$ cat config.mk
export PLATFORM = sky130hd
export DESIGN_NAME = serial_frame_engine
export DESIGN_NICKNAME = d
export VERILOG_FILES = /design/src/rtl/sfe_pkg.sv /design/src/rtl/sfe_tx.sv /design/src/rtl/sfe_rx.sv /design/src/rtl/serial_frame_engine.sv
export SDC_FILE = /design/constraint.sdc
export NUM_CORES = 1
export LEC_CHECK = 0
export BUFFER_PORTS_ARGS = -buffer_cell sky130_fd_sc_hd__buf_2
export CORE_MARGIN = 4
export CORE_UTILIZATION = 30
export DETAILED_ROUTE_END_ITERATION = 6
export PLACE_DENSITY = 0.45
export SYNTH_ARGS = -nofsm -noshare
export SYNTH_HDL_FRONTEND = slang
export SYNTH_SLANG_ARGS = --single-unit
$ cat constraint.sdc
create_clock -name clk -period 3.3 [get_ports clk]
set_clock_uncertainty 0.2 [all_clocks]
set_input_delay 0.165 -clock clk [delete_from_list [all_inputs] [get_ports clk]]
set_output_delay 0.165 -clock clk [all_outputs]
set_load 0.02 [all_outputs]
$ cat src/rtl/sfe_pkg.sv
// Shared types for the serial frame engine: frame mode encoding, the
// configuration word layout and small mode-decoding helpers.
package sfe_pkg;

    typedef enum logic [1:0] {
        FM_8N  = 2'd0,
        FM_8P  = 2'd1,
        FM_7P  = 2'd2,
        FM_RSV = 2'd3
    } fmode_e;

    // Configuration word; mode occupies bits [1:0].
    typedef struct packed {
        logic   oe_en;
        logic   pe_en;
        logic   fe_en;
        logic   odd;
        logic   two_stop;
        fmode_e mode;
    } cfg_t;

    function automatic logic has_parity(fmode_e m);
        return (m == FM_8P) || (m == FM_7P);
    endfunction

    function automatic logic short_word(fmode_e m);
        return m == FM_7P;
    endfunction

endpackage

$ cat src/rtl/sfe_tx.sv
// Transmit shifter. Builds a complete frame (start, data LSB first,
// optional parity, stop bits) on load and shifts it out one bit per
// OVS ticks. Assumes load is only pulsed while busy is low.
module sfe_tx #(
    parameter int DATA_W = 8,
    parameter int OVS    = 16
) (
    input  logic                 clk,
    input  logic                 rst_n,
    input  logic                 tick,
    input  logic                 load,
    input  logic [DATA_W-1:0]    data,
    input  sfe_pkg::cfg_t        cfg,
    output logic                 busy,
    output logic                 txd
);
    import sfe_pkg::*;

    localparam int FRAME_W = DATA_W + 4;
    localparam int CW      = $clog2(FRAME_W + 1);
    localparam int TW      = $clog2(OVS);

    logic [FRAME_W-1:0] frame, shreg;
    logic [CW-1:0]      flen, dbits, left;
    logic [TW-1:0]      tcnt;
    logic               pbit;

    // Assemble the frame image and its length from the current configuration.
    always_comb begin
        dbits = short_word(cfg.mode) ? CW'(DATA_W - 1) : CW'(DATA_W);
        pbit  = cfg.odd;
        frame = '1;
        frame[0] = 1'b0;
        for (int i = 0; i < DATA_W; i++) begin
            if (i < int'(dbits)) begin
                frame[i + 1] = data[i];
                pbit         = pbit ^ data[i];
            end
        end
        if (has_parity(cfg.mode)) frame[int'(dbits) + 1] = pbit;
        flen = CW'(2) + dbits + CW'(has_parity(cfg.mode)) + CW'(cfg.two_stop);
    end

    // Load the frame and shift it out, one bit every OVS ticks.
    always_ff @(posedge clk) begin
        if (!rst_n) begin
            shreg <= '1;
            left  <= '0;
            tcnt  <= '0;
            busy  <= 1'b0;
        end else if (load) begin
            shreg <= frame;
            left  <= flen;
            tcnt  <= '0;
            busy  <= 1'b1;
        end else if (busy && tick) begin
            if (tcnt == TW'(OVS - 1)) begin
                tcnt  <= '0;
                shreg <= {1'b1, shreg[FRAME_W-1:1]};
                left  <= left - CW'(1);
                if (left == CW'(1)) busy <= 1'b0;
            end else begin
                tcnt <= tcnt + TW'(1);
            end
        end
    end

    assign txd = busy ? shreg[0] : 1'b1;

endmodule

$ cat src/rtl/sfe_rx.sv
// Receive engine. Synchronises the line, qualifies a start bit at its
// middle tick, samples data and parity at bit centres and checks the
// first stop bit. Pulses done for one clock per completed frame.
module sfe_rx #(
    parameter int DATA_W = 8,
    parameter int OVS    = 16
) (
    input  logic                 clk,
    input  logic                 rst_n,
    input  logic                 tick,
    input  logic                 enable,
    input  logic                 rxd,
    input  sfe_pkg::cfg_t        cfg,
    output logic                 done,
    output logic [DATA_W-1:0]    data,
    output logic                 frame_bad,
    output logic                 parity_bad
);
    import sfe_pkg::*;

    localparam int IW   = $clog2(DATA_W + 2);
    localparam int DIW  = $clog2(DATA_W);
    localparam int TW   = $clog2(OVS);
    localparam int HALF = OVS / 2;

    typedef enum logic [1:0] {RS_IDLE, RS_START, RS_DATA, RS_STOP} rstate_e;

    rstate_e         st;
    logic [1:0]      sync;
    logic            rx_s;
    logic [TW-1:0]   tcnt;
    logic [IW-1:0]   idx, dbits, nbits;
    logic            par_q, stop_q;

    // Two-stage synchroniser for the asynchronous line.
    always_ff @(posedge clk) begin
        if (!rst_n) sync <= 2'b11;
        else        sync <= {sync[0], rxd};
    end
    assign rx_s = sync[1];

    assign dbits = short_word(cfg.mode) ? IW'(DATA_W - 1) : IW'(DATA_W);
    assign nbits = dbits + IW'(has_parity(cfg.mode));

    // Frame reception state machine.
    always_ff @(posedge clk) begin
        if (!rst_n) begin
            st     <= RS_IDLE;
            tcnt   <= '0;
            idx    <= '0;
            data   <= '0;
            par_q  <= 1'b0;
            stop_q <= 1'b1;
            done   <= 1'b0;
        end else begin
            done <= 1'b0;
            if (!enable) begin
                st <= RS_IDLE;
            end else if (tick) begin
                case (st)
                    RS_IDLE: if (!rx_s) begin
                        st   <= RS_START;
                        tcnt <= '0;
                    end
                    RS_START: if (tcnt == TW'(HALF - 1)) begin
                        tcnt <= '0;
                        idx  <= '0;
                        data <= '0;
                        st   <= rx_s ? RS_IDLE : RS_DATA;
                    end else begin
                        tcnt <= tcnt + TW'(1);
                    end
                    RS_DATA: if (tcnt == TW'(OVS - 1)) begin
                        tcnt <= '0;
                        if (idx < dbits) data[idx[DIW-1:0]] <= rx_s;
                        else             par_q <= rx_s;
                        if (idx == nbits - IW'(1)) st <= RS_STOP;
                        idx <= idx + IW'(1);
                    end else begin
                        tcnt <= tcnt + TW'(1);
                    end
                    default: if (tcnt == TW'(OVS - 1)) begin
                        tcnt   <= '0;
                        stop_q <= rx_s;
                        done   <= 1'b1;
                        st     <= RS_IDLE;
                    end else begin
                        tcnt <= tcnt + TW'(1);
                    end
                endcase
            end
        end
    end

    assign frame_bad  = !stop_q;
    assign parity_bad = has_parity(cfg.mode) && (par_q != ((^data) ^ cfg.odd));

endmodule

$ cat src/rtl/serial_frame_engine.sv
// Top of the serial frame engine. Holds the configuration word, the
// receiver enable, the transmit holding register, the receive buffer and
// the sticky error flags. Flags and the receiver enable change only
// through the command port. Assumes tick_16x is a single-cycle strobe.
module serial_frame_engine #(
    parameter int DATA_W = 8,
    parameter int OVS    = 16,
    parameter int CFG_W  = 7,
    parameter int CMD_W  = 4
) (
    input  logic              clk,
    input  logic              rst_n,
    input  logic              tick_16x,
    input  logic              ctl_wr,
    input  logic [CFG_W-1:0]  ctl_wdata,
    input  logic              cmd_wr,
    input  logic [CMD_W-1:0]  cmd_wdata,
    input  logic              tx_wr,
    input  logic [DATA_W-1:0] tx_wdata,
    input  logic              rx_rd,
    input  logic              rxd,
    output logic              txd,
    output logic              tx_empty,
    output logic              rx_avail,
    output logic [DATA_W-1:0] rx_data,
    output logic              rx_en,
    output logic              frame_err,
    output logic              parity_err,
    output logic              overrun_err,
    output logic              err_any
);
    import sfe_pkg::*;

    cfg_t              ctl_q;
    logic [DATA_W-1:0] tx_hold, rx_buf, rx_word, rx_mask;
    logic              tx_pend, tx_busy, tx_load;
    logic              rx_done, rx_fbad, rx_pbad, rx_take;
    logic              clr_fe, clr_pe, clr_oe, ovr_evt;

    // Configuration register; touches nothing else.
    always_ff @(posedge clk) begin
        if (!rst_n)      ctl_q <= '0;
        else if (ctl_wr) ctl_q <= cfg_t'(ctl_wdata);
    end

    assign clr_fe = cmd_wr && cmd_wdata[1];
    assign clr_pe = cmd_wr && cmd_wdata[2];
    assign clr_oe = cmd_wr && cmd_wdata[3];

    // Receiver enable: set only by command bit 0.
    always_ff @(posedge clk) begin
        if (!rst_n)                       rx_en <= 1'b0;
        else if (cmd_wr && cmd_wdata[0])  rx_en <= 1'b1;
    end

    // Transmit holding register and hand-off to the shifter.
    assign tx_load = tx_pend && !tx_busy;
    always_ff @(posedge clk) begin
        if (!rst_n) begin
            tx_hold <= '0;
            tx_pend <= 1'b0;
        end else if (tx_wr && !tx_pend) begin
            tx_hold <= tx_wdata;
            tx_pend <= 1'b1;
        end else if (tx_load) begin
            tx_pend <= 1'b0;
        end
    end

    sfe_tx #(.DATA_W(DATA_W), .OVS(OVS)) u_tx (
        .clk   (clk),
        .rst_n (rst_n),
        .tick  (tick_16x),
        .load  (tx_load),
        .data  (tx_hold),
        .cfg   (ctl_q),
        .busy  (tx_busy),
        .txd   (txd)
    );

    sfe_rx #(.DATA_W(DATA_W), .OVS(OVS)) u_rx (
        .clk        (clk),
        .rst_n      (rst_n),
        .tick       (tick_16x),
        .enable     (rx_en),
        .rxd        (rxd),
        .cfg        (ctl_q),
        .done       (rx_done),
        .data       (rx_word),
        .frame_bad  (rx_fbad),
        .parity_bad (rx_pbad)
    );

    // Receive buffer: a new character is kept only if the buffer is free.
    assign rx_take = rx_done && (!rx_avail || rx_rd);
    always_ff @(posedge clk) begin
        if (!rst_n) begin
            rx_buf   <= '0;
            rx_avail <= 1'b0;
        end else if (rx_take) begin
            rx_buf   <= rx_word;
            rx_avail <= 1'b1;
        end else if (rx_rd) begin
            rx_avail <= 1'b0;
        end
    end

    assign rx_mask = short_word(ctl_q.mode) ? {1'b0, {(DATA_W-1){1'b1}}} : '1;
    assign rx_data = rx_buf & rx_mask;

    // Sticky error flags: a new event wins over a clear in the same cycle.
    assign ovr_evt = (tx_wr && tx_pend) || (rx_done && rx_avail && !rx_rd);
    always_ff @(posedge clk) begin
        if (!rst_n) begin
            frame_err   <= 1'b0;
            parity_err  <= 1'b0;
            overrun_err <= 1'b0;
        end else begin
            frame_err   <= (frame_err && !clr_fe) || (rx_done && rx_fbad && ctl_q.fe_en);
            parity_err  <= (parity_err && !clr_pe) || (rx_done && rx_pbad && ctl_q.pe_en);
            overrun_err <= (overrun_err && !clr_oe) || (ovr_evt && ctl_q.oe_en);
        end
    end

    assign tx_empty = !tx_pend;
    assign err_any  = frame_err || parity_err || overrun_err;

endmodule

==> results of run 1 <==
## worst max-delay path, cell delays in order, from the launching register on
cell     delay (ns)
dfxtp_1        0.37
inv_1          0.08
ha_1           0.25
inv_1          0.22
ha_1           0.29
a21oi_1        0.14
o21ai_1        0.14
a32oi_1        0.63
and3_1         0.38
a41o_1         0.20
## timing repair
item / CTS / global route
resized for setup: 0 / 0
endpoints found under the hold margin: 22 / 0
hold buffers: 26 / 0
## where the power goes
part | internal, mW | leakage, nW | total [mW] | switching [mW]
Sequential | 0.886 | 0.578 | 0.909 | 0.0236
Clock | 0.803 | 0.179 | 1.18 | 0.377
Combinational | 0.0915 | 1.18 | 0.191 | 0.0994
## area by class of cell
| cell class | count | area share (%) |
|---|---|---|
| Clock buffer | 12 | 5.904 |
| Clock inverter | 4 | 2.190 |
| Inverter | 15 | 1.247 |
| Multi-Input combinational cell | 316 | 43.63 |
| Sequential cell | 71 | 31.49 |
| Tap cell | 143 | 3.963 |
| Timing Repair Buffer | 75 | 11.59 |
## state kept, by name (all words and copies together), names as in the netlist, 2 cells and up
signal / cells
rx_buf: 8
tx_hold: 8
u_tx.left: 4
u_tx.tcnt: 4
u_rx.data: 8
u_rx.idx: 4
u_rx.sync: 2
u_rx.st: 2
u_rx.tcnt: 4
ctl_q: 7
u_tx.shreg: 10
## kinds of logic (layout without fill, tap and decap cells)
kind of cell / Yosys count / in the layout / synth area share [%]
flip-flops: 71 / 71 / 39.29
AO/OA/AOI/OAI: 84 / 84 / 15.32
AND/OR/NAND/NOR: 171 / 171 / 21.96
multiplexers: 20 / 20 / 5.569
buffers and inverters: 43 / 106 / 6.261
adder cells (fa/ha/maj): 16 / 16 / 5.534
XOR/XNOR: 25 / 25 / 6.053
## layer usage
metal  GRT usage (%)  wire [um]  share of wire [%]  vias to the layer above
met5               0          0                  0                        -
met4           5.421        218                2.4                        0
met3           3.364        256                2.8                       16
met2           23.21       4482                 49                       41
met1           17.07       4230                 46                     1499
li1                -          -                  -                     1606
## through the flow
| stage | utilization, % | cell area, sq um | hold slack, ns | power, mW | setup slack [ns] |
|---|---|---|---|---|---|
| 2_1_floorplan | - | 3617 | 0.06647 | 1.042 | 0.8620 |
| 3_3_place_gp | 33.48 | 3889 | 0.1452 | 1.094 | 0.4950 |
| 3_5_place_dp | 33.48 | 3889 | 0.1514 | 1.095 | 0.3518 |
| 4_1_cts | 38.87 | 4514 | 0.01543 | 2.309 | 0.3308 |
| 5_1_grt | 38.87 | 4514 | 0.05992 | 2.380 | 0.02631 |
| 6_report | 38.87 | 4514 | 0.02225 | 2.280 | 0.3247 |
## cells in the final DEF, fill, tap and decap left out, drive strengths merged, types with 3 or more instances in the layout
cell type	instances
a211oi	5
a21oi	28
a31o	3
a31oi	7
a32o	3
and3	11
buf	49
bufinv	3
clkbuf	12
dfxtp	71
dlygate4sd3	26
ha	16
inv	14
mux2i	19
nand2	66
nand2b	6
nand3	13
nand4b	3
nor2	43
nor2b	6
nor3	9
nor4	4
o21ai	20
or3	4
xnor2	19
xor2	6
## worst paths after layout
kind | start | end | slack [ns]
max | ctl_q[0] | u_rx.data[5] | 0.32
min | cmd_wr | overrun_err | 0.02
max reg2reg | ctl_q[0] | u_rx.data[5] | 0.32
min reg2reg | u_rx.sync[0] | u_rx.sync[1] | 0.21
==> results.yml, run 1 <==
status:
  outcome: "finished, final reports clean"
clock_tree:
  path_clk_slew_ns: 0.06
  cts_max_level: 3
  cts_sinks: 71
  post_cts_buffers: 0
  numCtsBuffers: 9
  clock_latency_ns: 0.33
  ctsRootBufferMaster: "clkbuf_16"
  clockBufferDepth: 2
  tritoncts: "yes"
hold_path:
  min_path_cells: 4
  min_path_type: "input pin to flop"
die:
  core_sq_um: 11610
  io_pins: 43
  chipWidth_um: 117.8
  die_h_um: 117.8
  start_util_pct: 31.15
  row_count: 39
  dieArea_sq_um: 13880
worst_setup_path:
  crit_fanout: 8
  crit_path_start_kind: "flop"
  worstSetupPathType: "flop to flop"
  cp.required_ns: 3.37
  ff2ff_path_depth: 9
  crit_arrival_ns: 3.05
  worstSetupEndpointType: "flop"
global_route:
  grt_pass1_wl_um: 15670
  grt_pass1_vias: 3065
  track_usage_pct: 13.83
  grt_max_degree: 31
  overflow: 0
  grt_antenna_before_repair: 0
timing:
  hold_viol_final: 0
  rsz0062_at_grt: "false"
  fin_setup_tns_ns: 0
  finalSetupViolCount: 0
  finalCritPeriodShare_pct: 90.16
  fin_crit_ns: 2.975
  worst_slew_pin_slew_ns: 0.8295
  slew_headroom_pct: 44.70
  slew_viol_final: 0
  fmax_mhz: 336.1
placed_design:
  dp_cells: 594
  buffer_ports.inserted: 42
  hpwl_um: 6415
  gp_congestion: 0.7990
layout:
  multi_input_area_sq_um: 1969
  drive_gt1_share_pct: 14.81
  diodes: 0
  area_growth_pct: 24.80
  seq_area_sq_um: 1421
  nets: 531
  instances_no_fill: 636
  n_fill_cell: 1217
synth:
  synth_common_cells: "dfxtp_1, nand2_1, nor2_1"
  synth_top_area_share_pct: 39.29
  yosysSeqAreaShare_pct: 39.29
  synthArstFlopShare_pct: 0
  synthesis.nets: 473
  synth_area_per_cell_sq_um: 8.412
  synth-seq-cells: 71
  post_synth_num_cell_types: 52
  synth.most_common_cell: "dfxtp_1"
  synthCells: 430
  netlist.top_cell.by_area: "dfxtp_1"
  synth_edf_count: 0
  yosysWarnings: 0
  synth-main-ff-cell: "dfxtp_1"
  netlist_area_sq_um: 3617
  synthTopCellsByArea: "dfxtp_1, nand2_1, ha_1"
pwr:
  peakVddDrop_mv: 0.2537
  p_leak_nw: 1.934
  powerDensity_nw_per_um2: 505.1
route:
  drt-vias-per-instance: 4.972
  ant_nets: 0
  wirelength_um: 9188
  wl_per_cell_um: 14.45
  dr.first_iter.drc_count: 178
  drc: 0
  num_vias: 3162
  drt-pass1-iter-count: 4
run:
  cap_violations: 0
(Power assumes the default switching activity.)
==> run 2: changes to the inputs <==
CELL_PAD_IN_SITES_DETAIL_PLACEMENT = 1   (was unset)
CELL_PAD_IN_SITES_GLOBAL_PLACEMENT = 1   (was unset)
CORE_UTILIZATION = 40   (was 30)
PLACE_DENSITY = 0.72   (was 0.45)
==> results.yml, run 2 (same netlist as run 1, synthesis figures left out) <==
layout:
  mostFrequentLayoutCells: "dfxtp_1, nand2_1, nor2_1"
  multi_input_area_sq_um: 1969
  area_growth_pct: 18.16
  largest_register_ffs: 10
  regMostFlops: "u_tx.shreg"
  drive_gt1_share_pct: 13.76
  n_fill_cell: 1076
  postLayoutCellArea_sq_um: 4274
  utilization_pct: 48.77
  seq_area_sq_um: 1421
  layout_commonest_cell: "dfxtp_1"
  nets: 526
  diodes: 0
route:
  drc: 0
  dr.first_iter.drc_count: 76
  wirelength_um: 10170
  drt-pass1-iter-count: 4
  wl_per_cell_um: 17.09
  ant_nets: 0
  drt-vias-per-instance: 5.435
  num_vias: 3234
global_route:
  grt_pass1_wl_um: 16560
  track_usage_pct: 20.11
  overflow: 0
  grt_antenna_before_repair: 0
  grt_pass1_vias: 3313
  grt_max_degree: 31
clock_tree:
  ctsRootBufferMaster: "clkbuf_8"
  cts.repair.resized: 0
  path_clk_slew_ns: 0.08
  clockBufferDepth: 2
  cts_max_level: 3
  numCtsBuffers: 9
  tritoncts: "yes"
  post_cts_buffers: 0
  clock_latency_ns: 0.35
  hold_buffers: 26
  cts_sinks: 71
worst_setup_path:
  crit_path_start_kind: "flop"
  cp.required_ns: 3.39
  worstSetupPathType: "flop to flop"
  worstSetupEndpointType: "flop"
  crit_fanout: 7
  crit_arrival_ns: 3.16
die:
  io_pins: 43
  row_count: 34
  chipWidth_um: 103.1
  start_util_pct: 41.28
  core_sq_um: 8763
  dieArea_sq_um: 10630
  die_h_um: 103.1
timing:
  worst_slew_pin_slew_ns: 1.056
  fin_crit_ns: 3.062
  fin_setup_tns_ns: 0
  slew_headroom_pct: 27.80
  finalSetupViolCount: 0
  finalCritPeriodShare_pct: 92.80
  fmax_mhz: 326.6
  fin_ws_ns: 0.2377
  slew_viol_final: 0
  hold_viol_final: 0
  rsz0062_at_grt: "false"
placed_design:
  gp_congestion: 0.8066
  buffer_ports.inserted: 42
  placed_cell_area_sq_um: 3807
  preCtsSetupSlack_ns: 0.3751
  hpwl_um: 6904
pwr:
  powerDensity_nw_per_um2: 429.6
  peakVddDrop_mv: 0.2145
  finalPower_mw: 1.836
  p_leak_nw: 1.832
status:
  outcome: "finished, final reports clean"
run:
  cap_violations: 0
hold_path:
  min_path_type: "input pin to flop"
-- run 2: final timing paths --
kind                                   start      endpoint  slack [ns]  cells past startpoint
worst max-delay path                ctl_q[0]  u_rx.data[4]        0.24                      8
worst min-delay path                  ctl_wr      ctl_q[4]        0.03                      3
worst max register to register      ctl_q[0]  u_rx.data[4]        0.24                      8
worst min register to register  u_rx.sync[0]  u_rx.sync[1]        0.22                      1
-- run 2: layout make-up --
class	count	area share, %
inverter	15	1.317
clock buffer	11	3.542
sequential	71	33.26
multi-input combinational	316	46.08
clock inverter	4	1.288
tap	108	3.162
timing repair buffer	70	11.36
-- run 2: critical path, stage by stage, from the launching register on --
cell	delay, ns
dfxtp_1	0.43
inv_1	0.11
ha_1	0.27
inv_1	0.22
ha_1	0.29
a21oi_1	0.14
o21ai_1	0.15
a2111oi_0	0.93
a31o_1	0.25
-- run 2: per-stage QoR --
| step | hold WS [ns] | instances |
|---|---|---|
| final | 0.03399 | 595 |
| after global routing | 0.04172 | 595 |
| after CTS | 0.02746 | 595 |
| after detailed placement | 0.1593 | 554 |
| after global placement | 0.1561 | 554 |
| after floorplan | 0.06647 | 430 |
-- run 2: layer usage --
| layer | vias up | GRT usage (%) | share of wire (%) | wire (um) |
|---|---|---|---|---|
| met5 | - | 0 | 0 | 0 |
| met3 | 17 | 4.804 | 2.2 | 219 |
| li1 | 1586 | - | - | - |
| met2 | 38 | 35.37 | 52 | 5238 |
| met1 | 1593 | 23.75 | 44 | 4481 |
| met4 | 0 | 7.271 | 2.2 | 227 |
-- run 2: power by group --
| part | leakage (nW) | internal [mW] | switching, mW |
|---|---|---|---|
| Combinational | 1.15 | 0.0902 | 0.103 |
| Clock | 0.102 | 0.389 | 0.343 |
| Sequential | 0.578 | 0.884 | 0.0269 |
